**src/rtl/bus_watch_cmp.sv**
```systemverilog
module bus_watch_cmp #(
  parameter int NCH    = 4,
  parameter int ADDR_W = 24,
  parameter int DATA_W = 16
) (
  input  logic                   clk,
  input  logic                   rst_n,
  input  logic                   arm,
  input  logic [$clog2(NCH)-1:0] cfg_sel,
  input  logic [2:0]             cfg_off,
  input  logic                   cfg_we,
  input  logic [7:0]             cfg_wdata,
  output logic [7:0]             cfg_rdata,
  input  logic                   bus_valid,
  input  logic [ADDR_W-1:0]      bus_addr,
  input  logic [DATA_W-1:0]      bus_data,
  input  logic                   bus_word,
  input  logic                   bus_rd,
  output logic [NCH-1:0]         hit
);
  localparam int WIN = 8;

  logic [7:0]           win [NCH][WIN];
  logic [NCH*WIN*8-1:0] win_flat;
  logic [NCH-1:0]       hit_d;
  logic                 hole;

  assign hole = cfg_sel[0] & cfg_off[2];

  always_ff @(posedge clk) begin
    if (!rst_n) begin
      for (int c = 0; c < NCH; c++)
        for (int k = 0; k < WIN; k++)
          win[c][k] <= '0;
    end else if (cfg_we && !arm && !hole) begin
      win[cfg_sel][cfg_off] <= cfg_wdata;
    end
  end

  assign cfg_rdata = hole ? 8'h00 : win[cfg_sel][cfg_off];

  for (genvar g = 0; g < NCH; g++) begin : g_ch
    logic [7:0] ctl;
    logic       addr_ok, rw_ok, sz_want, sz_ok, data_ok;

    assign ctl     = win[g][0];
    assign addr_ok = bus_addr == {win[g][1], win[g][2], win[g][3]};
    assign rw_ok   = !ctl[2] || (bus_rd == ctl[3]);
    assign sz_ok   = !(ctl[6] && !ctl[5]) || (bus_word == sz_want);

    if (g % 2 == 0) begin : g_data
      logic [DATA_W-1:0] ref_d, msk;
      logic              same;
      assign ref_d   = {win[g][4], win[g][5]};
      assign msk     = {win[g][6], win[g][7]};
      assign same    = ((bus_data ^ ref_d) & msk) == '0;
      assign data_ok = same ^ (ctl[7] & ~ctl[5]);
      assign sz_want = 1'b1;
    end else begin : g_nodata
      assign data_ok = 1'b1;
      assign sz_want = ctl[7];
    end

    assign hit_d[g] = arm & bus_valid & ctl[0] & addr_ok & rw_ok & sz_ok & data_ok;

    for (genvar k = 0; k < WIN; k++) begin : g_flat
      assign win_flat[(g*WIN+k)*8 +: 8] = win[g][k];
    end
  end

  always_ff @(posedge clk) begin
    if (!rst_n) hit <= '0;
    else        hit <= hit_d;
  end
endmodule


```
**config.mk**
```make
export PLATFORM = sky130hd
export DESIGN_NAME = bus_watch_cmp
export DESIGN_NICKNAME = d
export VERILOG_FILES = /design/src/rtl/bus_watch_cmp.sv
export SDC_FILE = /design/constraint.sdc
export NUM_CORES = 1
export LEC_CHECK = 0
export CAP_MARGIN = 20
export CORE_MARGIN = 2
export CORE_UTILIZATION = 40
export DETAILED_ROUTE_END_ITERATION = 16
export DONT_BUFFER_PORTS = 1
export GPL_ROUTABILITY_DRIVEN = 0
export GPL_TIMING_DRIVEN = 0
export HOLD_SLACK_MARGIN = 0.02
export PLACE_DENSITY = 0.58
export SKIP_CTS_REPAIR_TIMING = 1
export SLEW_MARGIN = 20
export SYNTH_ARGS = -nofsm -noshare
export SYNTH_HDL_FRONTEND = slang
export SYNTH_SLANG_ARGS = --single-unit
```
**constraint.sdc**
```tcl
create_clock -name clk -period 3.4 [get_ports clk]
set_clock_uncertainty 0.1 [all_clocks]
set_input_delay 0.17 -clock clk [delete_from_list [all_inputs] [get_ports clk]]
set_output_delay 0.17 -clock clk [all_outputs]
set_load 0.005 [all_outputs]
```
==> impl_metrics.py <==
metrics = {
    "outcome": {
        "status": "completed",
    },
    "yosys": {
        "synth-edff-count": 192,
        "synth-main-ff-cell": "edfxtp_1",
        "synthCells": 852,
        "yosysWarnings": 0,
        "syn_area_sq_um": 11000,
        "async_flop_share_pct": 0,
        "ys_ff_latch": 196,
        "yosys.area.top_type": "edfxtp_1",
        "synth_commonest_cells": "192 x edfxtp_1, 177 x and2_1, 71 x xor2_1, 63 x xnor2_1, 42 x clkbuf_1",
        "synthTopCellsByArea": "edfxtp_1 53%, and2_1 10%, mux4_2 6.6%",
        "synth_nets": 912,
        "synth_most_common_cell": "edfxtp_1",
        "syn_area_per_cell_sq_um": 12.9,
        "synth.distinct_cells": 43,
        "synth-seq-area-share_pct": 53.4,
        "synth_top_area_share_pct": 52.6,
    },
    "power_and_ir_drop": {
        "swShare_pct": 27.8,
        "pwr-share-comb_pct": 12.2,
        "p_sw_uw": 1570,
        "leakagePower_uw": 0.00415,
        "seq_power_share_pct": 50.9,
        "power_per_cell_area_nw_per_um2": 467,
        "ir_drop_mv": 0.382,
        "p_int_uw": 4080,
        "clockPowerShare_pct": 36.9,
    },
    "timing": {
        "max_freq_mhz": 393,
        "setup_viol": 0,
        "min_period_ns": 2.54,
        "slew_violations": 0,
        "tns_ns": 0,
        "finalHoldViolations": 0,
        "whs_ns": 0.105,
        "min_period_over_period_pct": 74.8,
        "slew_headroom_pct": 24.3,
        "tightestPinTransition_ns": 1.14,
        "rsz0062_at_grt": "no",
    },
    "worst_setup_path": {
        "path_class": "flip-flop to primary output",
        "required_ns": 3.13,
        "cp_max_fo": 2,
        "startpoint_type": "flip-flop",
        "cp-end-kind": "primary output",
        "critPathArrivalTime_ns": 2.27,
    },
    "route": {
        "ant_nets": 0,
        "via_per_inst": 5.90,
        "routedWlPerCell_um": 29.5,
        "firstDrtPassIters": 7,
        "drt_first_iter_violations": 936,
        "drc": 0,
        "finalWirelength_um": 36500,
        "vias": 7303,
    },
    "clock_tree": {
        "ctsLongestPathBuffers": 2,
        "cts.sinks": 196,
        "clk_latency_ns": 0.45,
        "tritoncts": "done",
        "clk_pin_slew_worst_paths_ns": 0.08,
        "htree_levels": 4,
        "root_buffer": "clkbuf_16",
        "cts_buffers": 17,
    },
    "finish": {
        "area_growth_pct": 10.4,
        "fin_cells": 1238,
        "nNetsFinal": 943,
        "nFillCells": 2452,
        "seq_area_sq_um": 5850,
        "multiInputGateArea_sq_um": 4830,
        "layout-drive-gt1-share_pct": 11.9,
        "final_area_sq_um": 12100,
    },
    "die": {
        "core-area_sq_um": 27000,
        "dieHeight_um": 170,
        "rows": 60,
        "start_util_pct": 40.7,
        "die-area_sq_um": 28700,
        "fp.dieW_um": 170,
        "io_pins": 72,
    },
    "placement": {
        "placed_area_sq_um": 11400,
        "dp.cells": 1193,
        "hpwl_um": 27100,
        "port_buffers": 0,
    },
    "grt": {
        "track_usage_pct": 25.6,
        "antenna_found_initial": 4,
        "grt_start_max_net_pins": 20,
        "first_global_vias": 7104,
        "grt_pass1_wl_um": 50500,
        "overflow": 0,
    },
    "run": {
        "maxCapViolCount": 0,
    },
    "worst_hold_path": {
        "holdCritPathClass": "input port to flip-flop",
    },
}
-- final timing paths --
path              cells after the start  startpoint           end  slack, ns
hold / removal                        1       rst_n    win[3][52]       0.11
setup reg to reg                      6  win[1][55]        hit[1]       0.96
setup / recovery                      4  win[3][59]  cfg_rdata[3]       0.86
hold reg to reg                       2  win[2][63]        hit[2]       0.56
-- area by class of cell --
| class | count | area share [%] |
|---|---|---|
| diodes | 1 | 0.0207 |
| plain buffers | 62 | 2.29 |
| clock buffers | 17 | 3.52 |
| clock inverters | 15 | 1.38 |
| inverters | 2 | 0.0621 |
| multi-input cells | 592 | 39.9 |
| flip-flops and latches | 196 | 48.3 |
| well taps | 341 | 3.53 |
| repair buffers | 12 | 0.993 |
-- critical path, cell delays in order, from the launching register on --
cell and delay, ns:
edfxtp_1 0.42, mux4_2 0.55, mux2_2 0.28, o21ai_0 0.36
o22ai_1 0.23
-- cell families after synthesis --
logic type	synth area share (%)
and+or+nand+nor	17.4
DFF	53.4
xor gates and xnor gates	10.7
muxes	11.1
AOI/OAI and AO/OA	4.89
buffers and inverters	2.59
-- layout by cell type (no fill, tap or decap), types with 17 or more instances in the layout --
cell / n
nand4_1: 23
a22oi_1: 40
xor2_1: 71
mux2i_1: 40
xnor2_1: 63
and2_1: 177
nand2_1: 19
clkbuf_16: 17
edfxtp_1: 192
clkbuf_1: 42
mux4_2: 32
-- state kept, by name (all words and copies together), names as in the netlist --
name / flops
win: 192
hit: 4
-- power groups by stage --
stage	Sequential [uW]	Combinational, uW	Clock (uW)
floorplan	2880	436	0
global placement	2920	656	0
detailed placement	2920	657	0
CTS	2870	660	2080
global route	2890	723	2170
finish	2880	691	2090
-- metal layers --
metal  wire length (um)  part of all wire [%]  vias to the layer above  GRT usage (%)
met3               3490                   9.6                       79           5.71
li1                   -                     -                     3187              -
met5                  0                     0                        -              0
met1              15100                    41                     3672           35.1
met2              16500                    45                      365           39.2
met4               1420                   3.9                        0           10.8
-- stage by stage --
step | setup WS [ns] | utilization (%) | total power [uW]
3_3_place_gp | 0.395 | 42.2 | 3580
2_1_floorplan | 1.16 | - | 3320
3_5_place_dp | 0.439 | 42.2 | 3580
5_1_grt | 0.870 | 44.9 | 5780
4_1_cts | 0.845 | 44.4 | 5610
6_report | 0.855 | 44.9 | 5650
No activity file was read; power rests on OpenSTA's default activity.
